--- src/rtl/ret_stack_pkg.sv ---
package ret_stack_pkg;
    typedef enum logic [1:0] {
        OP_IDLE = 2'b00,
        OP_PUSH = 2'b01,
        OP_POP  = 2'b10,
        OP_SWAP = 2'b11
    } stk_op_e;

    function automatic stk_op_e decode_op(input logic push, input logic pop);
        return stk_op_e'({pop, push});
    endfunction
endpackage

--- src/rtl/ret_stack_ptr.sv ---
module ret_stack_ptr
    import ret_stack_pkg::*;
#(
    parameter int PTR_W = 5
) (
    input  logic             clk,
    input  logic             rst_n,
    input  logic             push_i,
    input  logic             pop_i,
    output logic             wr_en_o,
    output logic [PTR_W-1:0] wr_idx_o,
    output logic             rd_en_o,
    output logic [PTR_W-1:0] rd_idx_o,
    output logic             skip_o
);
    localparam logic [PTR_W-1:0] TOP_IDX  = {PTR_W{1'b1}};
    localparam logic [PTR_W-1:0] ZERO_IDX = '0;

    typedef struct packed {
        logic [PTR_W-1:0] ptr;
        logic             skip;
    } ptr_state_t;

    ptr_state_t st_d, st_q;
    stk_op_e    op;
    logic [PTR_W-1:0] ptr_inc;

    always_comb begin
        op       = decode_op(push_i, pop_i);
        ptr_inc  = st_q.ptr + 1'b1;
        st_d     = st_q;
        st_d.skip = 1'b0;
        wr_en_o  = 1'b0;
        wr_idx_o = st_q.ptr;
        rd_en_o  = 1'b0;
        rd_idx_o = st_q.ptr;
        unique case (op)
            OP_PUSH: begin
                st_d.ptr  = ptr_inc;
                st_d.skip = (ptr_inc == TOP_IDX);
                wr_en_o   = 1'b1;
                wr_idx_o  = ptr_inc;
            end
            OP_POP: begin
                rd_en_o  = 1'b1;
                st_d.ptr = (st_q.ptr == ZERO_IDX) ? ZERO_IDX : st_q.ptr - 1'b1;
            end
            OP_SWAP: begin
                rd_en_o = 1'b1;
                wr_en_o = 1'b1;
            end
            default: ;
        endcase
    end

    always_ff @(posedge clk) begin
        if (!rst_n) st_q <= '0;
        else        st_q <= st_d;
    end

    assign skip_o = st_q.skip;


    push_inc_chk: assert property (@(posedge clk) disable iff (!rst_n)
        (push_i && !pop_i) |=> (st_q.ptr == PTR_W'($past(st_q.ptr) + 1'b1)));


    skip_on_full_chk: assert property (@(posedge clk) disable iff (!rst_n)
        (push_i && !pop_i && st_q.ptr == TOP_IDX - 1'b1) |=> skip_o);


    skip_single_chk: assert property (@(posedge clk) disable iff (!rst_n)
        skip_o |=> !skip_o);


    empty_pop_hold_chk: assert property (@(posedge clk) disable iff (!rst_n)
        (pop_i && !push_i && st_q.ptr == ZERO_IDX) |=> (st_q.ptr == ZERO_IDX));


    swap_hold_chk: assert property (@(posedge clk) disable iff (!rst_n)
        (push_i && pop_i) |=> ($stable(st_q.ptr) && !skip_o));
endmodule

--- src/rtl/ret_stack_store.sv ---
module ret_stack_store #(
    parameter int PTR_W  = 5,
    parameter int DATA_W = 14
) (
    input  logic              clk,
    input  logic              rst_n,
    input  logic              wr_en_i,
    input  logic [PTR_W-1:0]  wr_idx_i,
    input  logic [DATA_W-1:0] wr_data_i,
    input  logic              rd_en_i,
    input  logic [PTR_W-1:0]  rd_idx_i,
    output logic [DATA_W-1:0] rd_data_o
);
    localparam int DEPTH = 1 << PTR_W;

    logic [DATA_W-1:0] slot_d [DEPTH];
    logic [DATA_W-1:0] slot_q [DEPTH];
    logic [DATA_W-1:0] rd_d, rd_q;

    always_comb begin
        slot_d = slot_q;
        rd_d   = rd_q;
        if (rd_en_i) rd_d = slot_q[rd_idx_i];
        if (wr_en_i) slot_d[wr_idx_i] = wr_data_i;
    end

    always_ff @(posedge clk) begin
        if (!rst_n) begin
            rd_q <= '0;
            for (int i = 0; i < DEPTH; i++) slot_q[i] <= '0;
        end else begin
            rd_q   <= rd_d;
            slot_q <= slot_d;
        end
    end

    assign rd_data_o = rd_q;


    pop_hold_chk: assert property (@(posedge clk) disable iff (!rst_n)
        !rd_en_i |=> $stable(rd_data_o));
endmodule

--- src/rtl/ret_stack_skip.sv ---
module ret_stack_skip #(
    parameter int PTR_W  = 5,
    parameter int DATA_W = 14
) (
    input  logic              clk,
    input  logic              rst_n,
    input  logic              push_i,
    input  logic              pop_i,
    input  logic [DATA_W-1:0] push_addr_i,
    output logic [DATA_W-1:0] pop_addr_o,
    output logic              skip_next_o
);
    logic             wr_en, rd_en;
    logic [PTR_W-1:0] wr_idx, rd_idx;

    ret_stack_ptr #(.PTR_W(PTR_W)) u_ptr (
        .clk      (clk),
        .rst_n    (rst_n),
        .push_i   (push_i),
        .pop_i    (pop_i),
        .wr_en_o  (wr_en),
        .wr_idx_o (wr_idx),
        .rd_en_o  (rd_en),
        .rd_idx_o (rd_idx),
        .skip_o   (skip_next_o)
    );

    ret_stack_store #(.PTR_W(PTR_W), .DATA_W(DATA_W)) u_store (
        .clk       (clk),
        .rst_n     (rst_n),
        .wr_en_i   (wr_en),
        .wr_idx_i  (wr_idx),
        .wr_data_i (push_addr_i),
        .rd_en_i   (rd_en),
        .rd_idx_i  (rd_idx),
        .rd_data_o (pop_addr_o)
    );


    wrap_no_skip_chk: assert property (@(posedge clk) disable iff (!rst_n)
        (push_i && !pop_i && skip_next_o) |=> !skip_next_o);
endmodule

--- config.mk ---
export PLATFORM = sky130hd
export DESIGN_NAME = ret_stack_skip
export DESIGN_NICKNAME = d
export VERILOG_FILES = /design/src/rtl/ret_stack_pkg.sv /design/src/rtl/ret_stack_ptr.sv /design/src/rtl/ret_stack_store.sv /design/src/rtl/ret_stack_skip.sv
export SDC_FILE = /design/constraint.sdc
export NUM_CORES = 1
export LEC_CHECK = 0
export ABC_AREA = 0
export BUFFER_PORTS_ARGS = -buffer_cell sky130_fd_sc_hd__clkbuf_2
export CORE_MARGIN = 3
export CORE_UTILIZATION = 50
export DETAILED_ROUTE_END_ITERATION = 6
export PLACE_DENSITY = 0.66
export SETUP_SLACK_MARGIN = 0.2
export SLEW_MARGIN = 30
export SYNTH_ARGS = -nofsm -noshare
export SYNTH_HDL_FRONTEND = slang
export SYNTH_HIERARCHICAL = 1
export SYNTH_SLANG_ARGS = --single-unit
--- constraint.sdc ---
create_clock -name clk -period 4.5 [get_ports clk]
set_input_delay 0.45 -clock clk [delete_from_list [all_inputs] [get_ports clk]]
set_output_delay 0.45 -clock clk [all_outputs]
set_load 0.1 [all_outputs]
### Word level (Yosys, flattened, before mapping)

Index checks and enable logic that the tools add are counted.

| cells by class | value |
|---|---|
| bitwise logic cells | 2 |
| equal/unequal tests | 4 |
| reduce and logical (&&, ||, !) cells | 6 |
| muxes and demuxes | 11 |
| order comparisons | 3 |
| $add $sub $neg | 2 |

Operator list:

| kind | count |
|---|---|
| bitwise mux 448 bit | 1 |
| binary-select mux 14 bit (select 5 bit) | 1 |
| demux 14 bit (select 5 bit) | 1 |
| two-way mux 14 bit | 3 |
| >= comparator 6 bit (second input constant) | 2 |
| NOT 5 -> 6 bit | 2 |
| two-way mux 5 bit | 2 |
| case mux 5 bit (2 select lines) | 1 |
| < comparator 6 x 1 -> 1 bit (second input constant) | 1 |
| adder 5 x 1 -> 5 bit (second input constant) | 1 |
| == test 5 bit (second input constant) | 1 |
| zero test 5 bit | 1 |
| subtractor 5 x 1 -> 5 bit (second input constant) | 1 |
| == test 2 bit (second input constant) | 2 |
| OR reduction 2 bit | 2 |
| == test 2 x 1 -> 1 bit (second input constant) | 1 |
| two-way mux 1 bit | 2 |
| AND reduction 2 bit | 1 |
| nonzero test 2 bit | 1 |
| logical AND 1 bit | 1 |

| word-level totals | value |
|---|---|
| input bits | 18 |
| register bits | 468 |
| logic and storage cells | 63 |
| output and inout port bits | 15 |

### Logic depth before layout (Yosys ltp)

Gate-level depths: netlist of run 1.

| logic depth | value |
|---|---|
| depth after elaboration | 8 |
| depth in mapped cells | 12 |
| gate-level depth less buffers | 9 |

### By module

The synthesis of run 1 kept the hierarchy.

By module, submodules not included:

| module | area an instance (µm²) | cells an instance | sequential area each (µm²) | instances |
|---|---|---|---|---|
| ret_stack_store | 21171.6 | 2499 | 9248.9 | 1 |
| ret_stack_ptr | 581.8 | 75 | 120.1 | 1 |

### Least setup slack after synthesis of run 1

OpenSTA, ideal clock, no wires.

| timing | value |
|---|---|
| path kind | input port to flip-flop |
| from | in pop_i |
| to | reg u_store/slot_q[129] (netlist name) |
| setup time | 0.116 ns |
| cell stages on the path | 11 |
| required time | 4.384 ns |
| arrival time | 2.454 ns |
| setup slack | 1.930 ns |
| path buffers | 3 |
| cells stage by stage | inv_1 > ha_1 > clkbuf_1 > o21ai_0 > nand2_1 > or2_1 > clkbuf_1 > nor2_2 > buf_2 > mux2i_1 > nor2b_1 |

| between the ends | value |
|---|---|
| cells in the longest elaborated chain, start to end | 8 |
| elaborated cells between the ends (all ways) | 12 |
| classes of those cells | order compare: 2; eq/ne: 2; mux: 5; bitwise: 1; reduce/logical: 2 |

Ends and longest elaborated chain:

| what | line | text |
|---|---|---|
| start: declaration | ret_stack_skip.sv:8 | `input logic pop_i,` |
| == test 2 x 1 -> 1 bit (*) | ret_stack_ptr.sv:37 | `unique case (op)` |
| two-way mux 5 bit (*) | ret_stack_ptr.sv:37 |  |
| net wr_idx[1] | ret_stack_skip.sv:14 | `logic [PTR_W-1:0] wr_idx, rd_idx;` |
| NOT 5 -> 6 bit (not written as such) (*) | ret_stack_store.sv:24 | `if (wr_en_i) slot_d[wr_idx_i] = wr_data_i;` |
| >= comparator 6 bit (not written as such) / < comparator 6 x 1 -> 1 bit (equally long branches) | ret_stack_store.sv:24 |  |
| logical AND 1 bit (not written as such) | ret_stack_store.sv:24 |  |
| two-way mux 14 bit (not written as such) | ret_stack_store.sv:24 |  |
| demux 14 bit (select 5 bit) (*) | ret_stack_store.sv:24 |  |
| bitwise mux 448 bit (*) | ret_stack_store.sv:24 |  |
| end signal: assignment | ret_stack_store.sv:33 | `slot_q <= slot_d;` |
| end: declaration | ret_stack_store.sv:17 | `logic [DATA_W-1:0] slot_q [DEPTH];` |

Mark *: on every way through the listed nets, which the timed path passes. The rest lies on a longest branch.
A chain may end at the register's enable or synchronous reset.

### Worst setup path in the final report of run 1

| timing | value |
|---|---|
| from | reg u_ptr.st_q (netlist bit u_ptr/rd_idx_o[1]) |
| to | reg u_store/slot_q[78] (netlist name) |

| between the ends | value |
|---|---|
| cells in the longest elaborated chain, start to end | 8 |
| elaborated cells between the ends (all ways) | 9 |
| classes of those cells | add/sub: 1; order compare: 2; mux: 4; bitwise: 1; reduce/logical: 1 |

Ends and longest elaborated chain:

| what | line | text |
|---|---|---|
| start: declaration | ret_stack_ptr.sv:24 | `ptr_state_t st_d, st_q;` |
| start signal: assignment | ret_stack_ptr.sv:58 | `else st_q <= st_d;` |
| adder 5 x 1 -> 5 bit | ret_stack_ptr.sv:30 | `ptr_inc = st_q.ptr + 1'b1;` |
| two-way mux 5 bit (*) | ret_stack_ptr.sv:37 |  |
| net wr_idx[1] | ret_stack_skip.sv:14 |  |
| NOT 5 -> 6 bit (not written as such) (*) | ret_stack_store.sv:24 |  |
| >= comparator 6 bit (not written as such) / < comparator 6 x 1 -> 1 bit (equally long branches) | ret_stack_store.sv:24 |  |
| logical AND 1 bit (not written as such) | ret_stack_store.sv:24 |  |
| two-way mux 14 bit (not written as such) | ret_stack_store.sv:24 |  |
| demux 14 bit (select 5 bit) (*) | ret_stack_store.sv:24 |  |
| bitwise mux 448 bit (*) | ret_stack_store.sv:24 |  |

Marks and branches as above.

==> qor.yml, run 1 <==
status:
  status: "completed"
worst_setup_path:
  crit_top_cell: "nand2_1"
  rr_worst_depth: 9
  critical_path.slowest_cell: "dfxtp_1"
  critPathMaxFanout: 23
  critPathArrivalTime_ps: 3790
  path_cells: "inv_1, ha_1, nand2_1, o21ai_0, nand2_1, nor2_4, nand2_1, nand2_1, a21boi_1"
  critPathRequiredTime_ps: 4950
  critical_path.endpoint_type: "register"
  start_kind: "register"
  crit_buf_inv: 1
  crit_type: "register to register"
  crit_cells: 9
  critical_path.top_delay_family: "simple AND/OR/NAND/NOR gates"
  max_stage_delay_ps: 670
synthesis:
  synth-seq-area-share: 0.431
  synth_edf_count: 0
  ys.flop_type: "dfxtp_1"
  synthTopCellsByCount: "nand2_1, dfxtp_1, a21boi_0"
  synthesis.nets: 2598
  synth-seq-cells: 468
  async_flop_share: 0
  yosysWarnings: 6
  synthCells: 2574
  synth_largest_area_cell: "dfxtp_1"
  netlist_area_um2: 21800
  yosysMostFrequentCell: "nand2_1"
  synth_cell_types: 47
  synth_top_area_frac: 0.431
  netlist_top_cells_area: "dfxtp_1, nand2_1, mux2i_1, a21boi_0, a22oi_1"
  avgSynthCellArea_um2: 8.45
cts:
  cts-root-buf: "clkbuf_16"
  htreeDepth: 2
  cts-resized-gates: 0
  path_clk_slew_ps: 60
  cts_sinks: 468
  post-cts-setup-buffers: 0
  clockBufferDepth: 3
  clkLatencyLatePin_ps: 590
  cts_buffers: 50
  cts_tree: "done"
  holdBufCountCts: 0
final_layout:
  drive_above_1_share: 0.0732
  num-fill-cells: 3870
  diodes: 0
  finalNonFillerCells: 3092
  areaGrowthSynthToFinish_pct: 8.96
  nets: 2499
route:
  drt-total-wl_um: 65000
  drt-vias-per-instance: 5.87
  drt_first_pass_iters: 5
  wl_per_cell_um: 21.0
  vias: 18156
  final_antenna_net_count: 0
  drcViolationCount: 0
  drt_first_iter_violations: 1721
place:
  placed_cells: 2999
  post-place-ws_ps: 1090
  globalplace.congestion: 0.830
  hpwl_um: 38400
  io_buffers: 32
global_route:
  grt_pass1_vias: 17449
  grt_first_pass_wirelength_um: 101000
  gr-usage-all-layers: 0.273
  grt_max_degree: 195
  antenna_found_initial: 5
  gr-total-overflow: 0
pwr:
  clockPowerShare: 0.432
  swShare: 0.264
  sequentialPowerShare: 0.452
  share_comb_of_total_power: 0.115
  netSwitchingPower_mw: 2.47
  powerDensity_nw_per_um2: 395
  leakage_nw: 7.49
  vdd_drop_max_mv: 0.258
  p_int_mw: 6.90
sta:
  fin_ws_ps: 1160
  slew_violations: 0
  rsz0062_at_grt: "no"
  tightest_slew_ps: 1150
  slew_headroom: 0.236
  max_freq_mhz: 300
  period_share: 0.742
  fin_worst_skew_ps: 23.2
  setup_viol: 0
  fin_crit_ps: 3340
  hold_viol: 0
  setup_tns_ps: 0
floorplanning:
  die_w_um: 215
  rows: 75
  io_pins: 33
  fp.dieArea_um2: 46000
  die_height_um: 215
  core-area_um2: 42400
  start_util: 0.513
run:
  max_cap_viol_count: 0
worst_hold_path:
  hold_class: "primary input to register"
  min_path_cells: 2
==> path summary, 6_finish.rpt <==
| kind | start | endpoint | slack (ps) |
|---|---|---|---|
| worst min-delay path | rst_n | u_store/slot_q[236] | 250 |
| worst max register to register | u_ptr/rd_idx_o[1] | u_store/slot_q[78] | 1160 |
| worst min register to register | u_store/slot_q[53] | u_store/slot_q[53] | 450 |
| worst max-delay path | u_ptr/rd_idx_o[1] | u_store/slot_q[78] | 1160 |
==> sequential cells by signal (all words and copies together) (netlist names) <==
signal	cells
u_store/slot_q	448
u_store/rd_data_o	14
u_ptr/rd_idx_o	5
u_ptr/skip_o	1
==> cell families (layout without fill, tap and decap cells) <==
family,Yosys count,in the layout,synth area share
adders and majority gates,6,6,0.00345
buffers and inverters,237,178,0.0500
xor gates and xnor gates,6,6,0.00242
AOI/OAI and AO/OA,602,602,0.197
muxes,281,281,0.129
and+or+nand+nor,974,974,0.187
DFF,468,468,0.431
==> cells in the final DEF (no fill, tap or decap), drive strengths merged, types with 6 or more instances in the layout <==
cell type  count
nand2        778
dfxtp        468
a21boi       392
mux2i        281
clkbuf       113
a22oi        112
a21oi         74
nor2b         58
buf           48
nand3         46
nor2          39
o21ai         18
or4           16
clkinv        10
inv            7
ha             6
or2            6
==> area by class of cell <==
class	count	area, um2	area share
Clock buffer	82	1560	0.0659
Timing Repair Buffer	79	597	0.0252
Clock inverter	10	72.6	0.00306
Tap cell	577	722	0.0305
Sequential cell	468	9370	0.395
Inverter	7	26.3	0.00111
Multi-Input combinational cell	1869	11300	0.479
==> routing by layer <==
| layer | part of all wire | up-vias | wire length (um) | GRT usage |
|---|---|---|---|---|
| li1 | - | 8508 | - | - |
| met2 | 0.47 | 654 | 30300 | 0.450 |
| met5 | 0.00085 | - | 55 | 0 |
| met1 | 0.43 | 8850 | 28100 | 0.366 |
| met3 | 0.069 | 136 | 4450 | 0.0404 |
| met4 | 0.033 | 8 | 2120 | 0.101 |
==> stage by stage <==
| step | cell area (um2) | utilization | power (mW) | hold slack, ps |
|---|---|---|---|---|
| floorplan | 21800 | - | 5.10 | 434 |
| global placement | 22000 | 0.519 | 5.38 | 439 |
| detailed placement | 22000 | 0.519 | 5.39 | 444 |
| CTS | 23700 | 0.558 | 9.41 | 452 |
| global route | 23700 | 0.559 | 9.66 | 258 |
| finish | 23700 | 0.559 | 9.37 | 245 |
==> power groups by stage <==
stage	sequential (mW)	combinational, mW	clock [mW]
finish	4.24	1.08	4.05
global route	4.25	1.13	4.29
floorplan	4.42	0.685	0
global placement	4.33	1.05	0
CTS	4.24	1.06	4.11
detailed placement	4.33	1.06	0
(Power assumes the default switching activity.)
==> run 2: changes to the inputs <==
--- a/config.mk
+++ b/config.mk
@@ -5,7 +5,7 @@
 export SDC_FILE = /design/constraint.sdc
 export NUM_CORES = 1
 export LEC_CHECK = 0
-export ABC_AREA = 0
+export ABC_AREA = 1
 export BUFFER_PORTS_ARGS = -buffer_cell sky130_fd_sc_hd__clkbuf_2
 export CORE_MARGIN = 3
 export CORE_UTILIZATION = 50
==> constraint.sdc (replaced) <==
create_clock -name clk -period 3.5 [get_ports clk]
set_input_delay 0.35 -clock clk [delete_from_list [all_inputs] [get_ports clk]]
set_output_delay 0.35 -clock clk [all_outputs]
set_load 0.1 [all_outputs]
==> run 2 against run 1 <==
Sequential share of layout area is 1.1 points higher. Worst hold slack better by 68 ps. Clock skew fell by 13 ps. Design area down 2.6%. Register-to-register slack got worse by 790 ps.
==> qor.yml, run 2 <==
status:
  status: "completed"
synthesis:
  synthTopCellsByCount: "nor2_1, nand2_1, dfxtp_1"
  synth_largest_area_cell: "dfxtp_1"
  async_flop_share: 0
  synthesis.nets: 3232
  synthCells: 3208
  synth_top_area_frac: 0.439
  yosysMostFrequentCell: "nor2_1"
  synth_edf_count: 0
  synth-seq-area-share: 0.439
  avgSynthCellArea_um2: 6.66
  yosysWarnings: 6
  netlist_area_um2: 21400
  synth_cell_types: 26
  netlist_top_cells_area: "dfxtp_1, nor2_1, nand2_1, o21ai_0, nand3_1"
  synth-seq-cells: 468
  ys.flop_type: "dfxtp_1"
worst_hold_path:
  min_path_cells: 3
  hp-start: "rst_n"
  hold_class: "primary input to register"
  whs_endpoint: "u_ptr/rd_idx_o[4]"
sta:
  setup_tns_ps: 0
  rsz0062_at_grt: "no"
  period_share: 0.893
  slew_headroom: 0.384
  fin_worst_skew_ps: 10.6
  setup_viol: 0
  tightest_slew_ps: 924
  hold_viol: 0
  slew_violations: 0
  hold_ws_ps: 313
  max_freq_mhz: 320
  fin_crit_ps: 3130
final_layout:
  finalCoreUtilization: 0.549
  layout_common_cells: "nor2_1, nand2_1, dfxtp_1"
  areaGrowthSynthToFinish_pct: 8.05
  largest_reg_flops: 448
  nets: 3097
  diodes: 0
  top_register: "u_store/slot_q"
  finalInstanceArea_um2: 23100
  drive_above_1_share: 0.0801
  final_common_cell: "nor2_1"
floorplanning:
  core-area_um2: 42000
  io_pins: 33
  die_w_um: 213
  start_util: 0.508
  die_height_um: 213
  fp.dieArea_um2: 45200
  rows: 75
worst_setup_path:
  critPathRequiredTime_ps: 3980
  r2r-start: "u_ptr/rd_idx_o[1]"
  critPathArrivalTime_ps: 3600
  path_cells: "ha_1, nand3_2, xor2_2, o21ai_1, inv_2, nor3_2, inv_2, nor2_4, inv_1, nor2_1, nor2_1"
  rr_worst_depth: 11
  critPathMaxFanout: 19
  critical_path.endpoint_type: "register"
  max_stage_delay_ps: 490
  worstReg2RegEnd: "u_store/slot_q[171]"
  rrSetupSlack_ps: 370
  start_kind: "register"
  crit_type: "register to register"
  critical_path.slowest_cell: "dfxtp_4"
global_route:
  grt_first_pass_wirelength_um: 109000
  grt_pass1_vias: 19004
  gr-total-overflow: 0
  gr-usage-all-layers: 0.305
  antenna_found_initial: 0
  grt_max_degree: 134
cts:
  cts-resized-gates: 0
  clkLatencyLatePin_ps: 590
  htreeDepth: 2
  path_clk_slew_ps: 60
  cts-root-buf: "clkbuf_16"
  cts_sinks: 468
  cts_tree: "done"
  clockBufferDepth: 3
  holdBufCountCts: 0
  cts_buffers: 50
  post-cts-setup-buffers: 0
pwr:
  design_power_total_mw: 12.8
  powerDensity_nw_per_um2: 555
  vdd_drop_max_mv: 0.375
  leakage_nw: 9.94
route:
  wl_per_cell_um: 19.3
  drt_first_pass_iters: 5
  drt-total-wl_um: 70300
  final_antenna_net_count: 0
  drt_first_iter_violations: 2403
  drt-vias-per-instance: 5.77
  drcViolationCount: 0
  vias: 21043
place:
  globalplace.congestion: 0.906
  hpwl_um: 40700
  io_buffers: 32
  post_dp_cell_area_um2: 21400
run:
  max_cap_viol_count: 0
==> run 2: cell count changes after synthesis, sizes merged, moves of 16 or more <==
cell    change
nor2      +897
o21ai     +451
a21boi    -392
nand3     +327
mux2i     -281
nand2     -184
buf       +129
a22oi     -112
clkbuf    -105
inv        +62
nor2b      -58
a21oi      -55
or4        -16
==> run 2: area by class of cell <==
class                      instances  area, um2
clock buffer                      82       1650
clock inverter                     7       60.1
sequential                       468       9380
fill                            4059      19000
inverter                          70        269
tap                              539        674
timing repair buffer              67        514
multi-input combinational       2416      10500
==> run 2: per-layer routing <==
metal  part of all wire  wire [um]  GRT usage  vias to the layer above
met5                  0          0          0                        -
met4              0.039       2730      0.126                        0
met3              0.086       6050     0.0461                      149
met2               0.44      30800      0.459                     1003
met1               0.44      30700      0.438                     9875
li1                   -          -          -                    10016
==> run 2: where the power goes <==
group	leakage (nW)	switching (mW)	internal [mW]
Clock	0.851	2.19	3.26
Sequential	3.78	0.0832	5.45
Combinational	5.30	1.42	0.403
==> run 2: metrics by stage <==
stage | setup WS [ps] | std cells
detailed placement | 312 | 3560
global route | 224 | 3649
floorplan | 1130 | 3208
finish | 373 | 3649
CTS | 394 | 3649
global placement | 377 | 3560
==> run 2: worst max path at each step <==
stage | cells after the start | to | slack, ps | startpoint
3_3_place_gp | 12 | u_store/slot_q[380] | 380 | pop_i
6_report | 11 | u_store/slot_q[171] | 370 | u_ptr/rd_idx_o[1]
4_1_cts | 12 | u_store/slot_q[382] | 390 | u_ptr/rd_idx_o[1]
5_1_grt | 11 | u_store/slot_q[219] | 220 | u_ptr/rd_idx_o[1]
3_5_place_dp | 12 | u_store/slot_q[378] | 310 | pop_i
2_1_floorplan | 13 | u_store/slot_q[381] | 1130 | u_ptr/rd_idx_o[0]
==> run 2: kinds of logic after synthesis <==
group,Yosys count,synth area share
AO/OA/AOI/OAI,488,0.114
AND/OR/NAND/NOR,1920,0.374
XOR/XNOR,2,0.00117
flip-flops,468,0.439
adder cells (fa/ha/maj),6,0.00351
buffers and inverters,324,0.0681
==> run 2: worst max-delay path: cells and delay by family (launching register included) <==
kind | cells | cell delay (ps)
XOR/XNOR | 1 | 180
AND/OR/NAND/NOR | 5 | 960
adder cells (fa/ha/maj) | 1 | 250
AO/OA/AOI/OAI | 1 | 490
flip-flops | 1 | 490
buffers and inverters | 3 | 640
==> run 3: changes to the inputs <==
==> constraint.sdc (replaced) <==
create_clock -name clk -period 3.5 [get_ports clk]
set_input_delay 0 -clock clk [delete_from_list [all_inputs] [get_ports clk]]
set_output_delay 0 -clock clk [all_outputs]
set_load 0.1 [all_outputs]
==> run 3 against run 2 <==
Clock-buffer cell count fell by 5. Flip-flop and latch count did not move. Die area did not move. Sequential power barely moved. Wire length fell by 0.71%. Clock power barely moved. Worst hold slack got worse by 250 ps. Critical path depth did not move. Clock skew rose by 8.0 ps. Via count fell by 0.29%. Total power fell by 0.27%. Non-clock buffer count fell by 3.
==> qor.yml, run 3 (same netlist as run 2, synthesis figures left out) <==
cts:
  cts_tree: "done"
  clkLatencyLatePin_ps: 600
  clockBufferDepth: 3
  htreeDepth: 2
  post-cts-setup-buffers: 0
  path_clk_slew_ps: 60
  cts_buffers: 51
  cts_sinks: 468
  cts-root-buf: "clkbuf_16"
route:
  drt_first_iter_violations: 2160
  wl_per_cell_um: 19.1
  drt-total-wl_um: 69800
  drt_first_pass_iters: 5
  vias: 20981
  drcViolationCount: 0
  final_antenna_net_count: 0
  drt-vias-per-instance: 5.75
worst_setup_path:
  critPathArrivalTime_ps: 3500
  crit_type: "register to register"
  critPathRequiredTime_ps: 3970
  r2r-start: "u_ptr/rd_idx_o[0]"
  critPathMaxFanout: 20
  critical_path.endpoint_type: "register"
  rr_worst_depth: 11
  worstReg2RegEnd: "u_store/slot_q[220]"
  start_kind: "register"
  rrSetupSlack_ps: 470
final_layout:
  nets: 3095
  top_register: "u_store/slot_q"
  layout_common_cells: "nor2_1, nand2_1, dfxtp_1"
  drive_above_1_share: 0.0790
  final_common_cell: "nor2_1"
  diodes: 0
  largest_reg_flops: 448
  finalInstanceArea_um2: 23100
  num-fill-cells: 4091
  areaGrowthSynthToFinish_pct: 8.06
sta:
  setup_viol: 0
  rsz0062_at_grt: "no"
  tightest_slew_ps: 969
  hold_viol: 0
  setup_tns_ps: 0
  max_freq_mhz: 330
  slew_headroom: 0.354
  fin_worst_skew_ps: 18.6
  slew_violations: 0
  period_share: 0.866
  fin_crit_ps: 3030
pwr:
  leakage_nw: 9.92
  vdd_drop_max_mv: 0.480
  powerDensity_nw_per_um2: 553
floorplanning:
  die_height_um: 213
  die_w_um: 213
  fp.dieArea_um2: 45200
  start_util: 0.508
  core-area_um2: 42000
  rows: 75
  io_pins: 33
global_route:
  grt_first_pass_wirelength_um: 110000
  gr-total-overflow: 0
  gr-usage-all-layers: 0.305
  antenna_found_initial: 0
  grt_pass1_vias: 19157
  grt_max_degree: 164
place:
  post_dp_cell_area_um2: 21400
  globalplace.congestion: 0.889
  io_buffers: 32
  hpwl_um: 40100
status:
  status: "completed"
worst_hold_path:
  hold_class: "primary input to register"
  whs_endpoint: "u_store/slot_q[192]"
  min_path_cells: 4
  hp-start: "push_addr_i[10]"
run:
  max_cap_viol_count: 0
==> run 3: worst max-delay path by stage <==
stage,from,endpoint,depth (start not counted),slack (ps)
floorplan,u_ptr/rd_idx_o[0],u_store/slot_q[381],13,1130
finish,u_ptr/rd_idx_o[0],u_store/slot_q[220],11,470
detailed placement,u_ptr/rd_idx_o[0],u_store/slot_q[391],12,480
CTS,u_ptr/rd_idx_o[0],u_store/slot_q[378],12,440
global route,u_ptr/rd_idx_o[0],u_store/slot_q[220],11,280
global placement,u_ptr/rd_idx_o[0],u_store/slot_q[387],12,510
==> run 3: worst max-delay path: stages, from the launching register on <==
cell	delay [ps]
dfxtp_4	480
ha_1	250
nand3_2	100
xor2_2	180
o21ai_1	410
inv_2	140
nor3_2	240
inv_2	170
nor2_4	320
inv_1	330
nor2_1	210
nor2_1	70
==> run 3: timing repair <==
| action | in CTS | in global routing |
|---|---|---|
| hold endpoints to repair | 16 | 0 |
| endpoints found under the setup margin | 0 | 13 |
| resized for setup | 0 | 1 |
| hold buffers | 3 | 0 |
==> run 3: cell type report <==
class	count	area, um2	share of cell area
Sequential cell	468	9380	0.406
Multi-Input combinational cell	2416	10500	0.457
Clock buffer	77	1560	0.0674
Timing Repair Buffer	64	526	0.0228
Inverter	70	269	0.0117
Clock inverter	17	140	0.00607
Tap cell	539	674	0.0292
==> run 3: per-layer routing <==
metal / routed length (um) / global-route usage / share of wire
met1: 31400 / 0.440 / 0.45
met2: 30200 / 0.456 / 0.43
met3: 5210 / 0.0394 / 0.075
met4: 2990 / 0.135 / 0.043
met5: 0 / 0 / 0
==> run 3: through the flow <==
step	total power [mW]	hold slack [ps]	util	cells	worst slack [ps]
5_1_grt	13.2	47.5	0.549	3651	280
2_1_floorplan	6.84	135	-	3208	1130
6_report	12.8	65.1	0.549	3651	469
3_3_place_gp	7.38	476	0.506	3552	510
4_1_cts	12.8	20.7	0.549	3651	442
3_5_place_dp	7.41	483	0.508	3554	476
==> run 3: power by group <==
group / switching (mW) / internal (mW) / leakage, nW
Combinational: 1.41 / 0.404 / 5.30
Clock: 2.22 / 3.20 / 0.845
Sequential: 0.0735 / 5.45 / 3.78
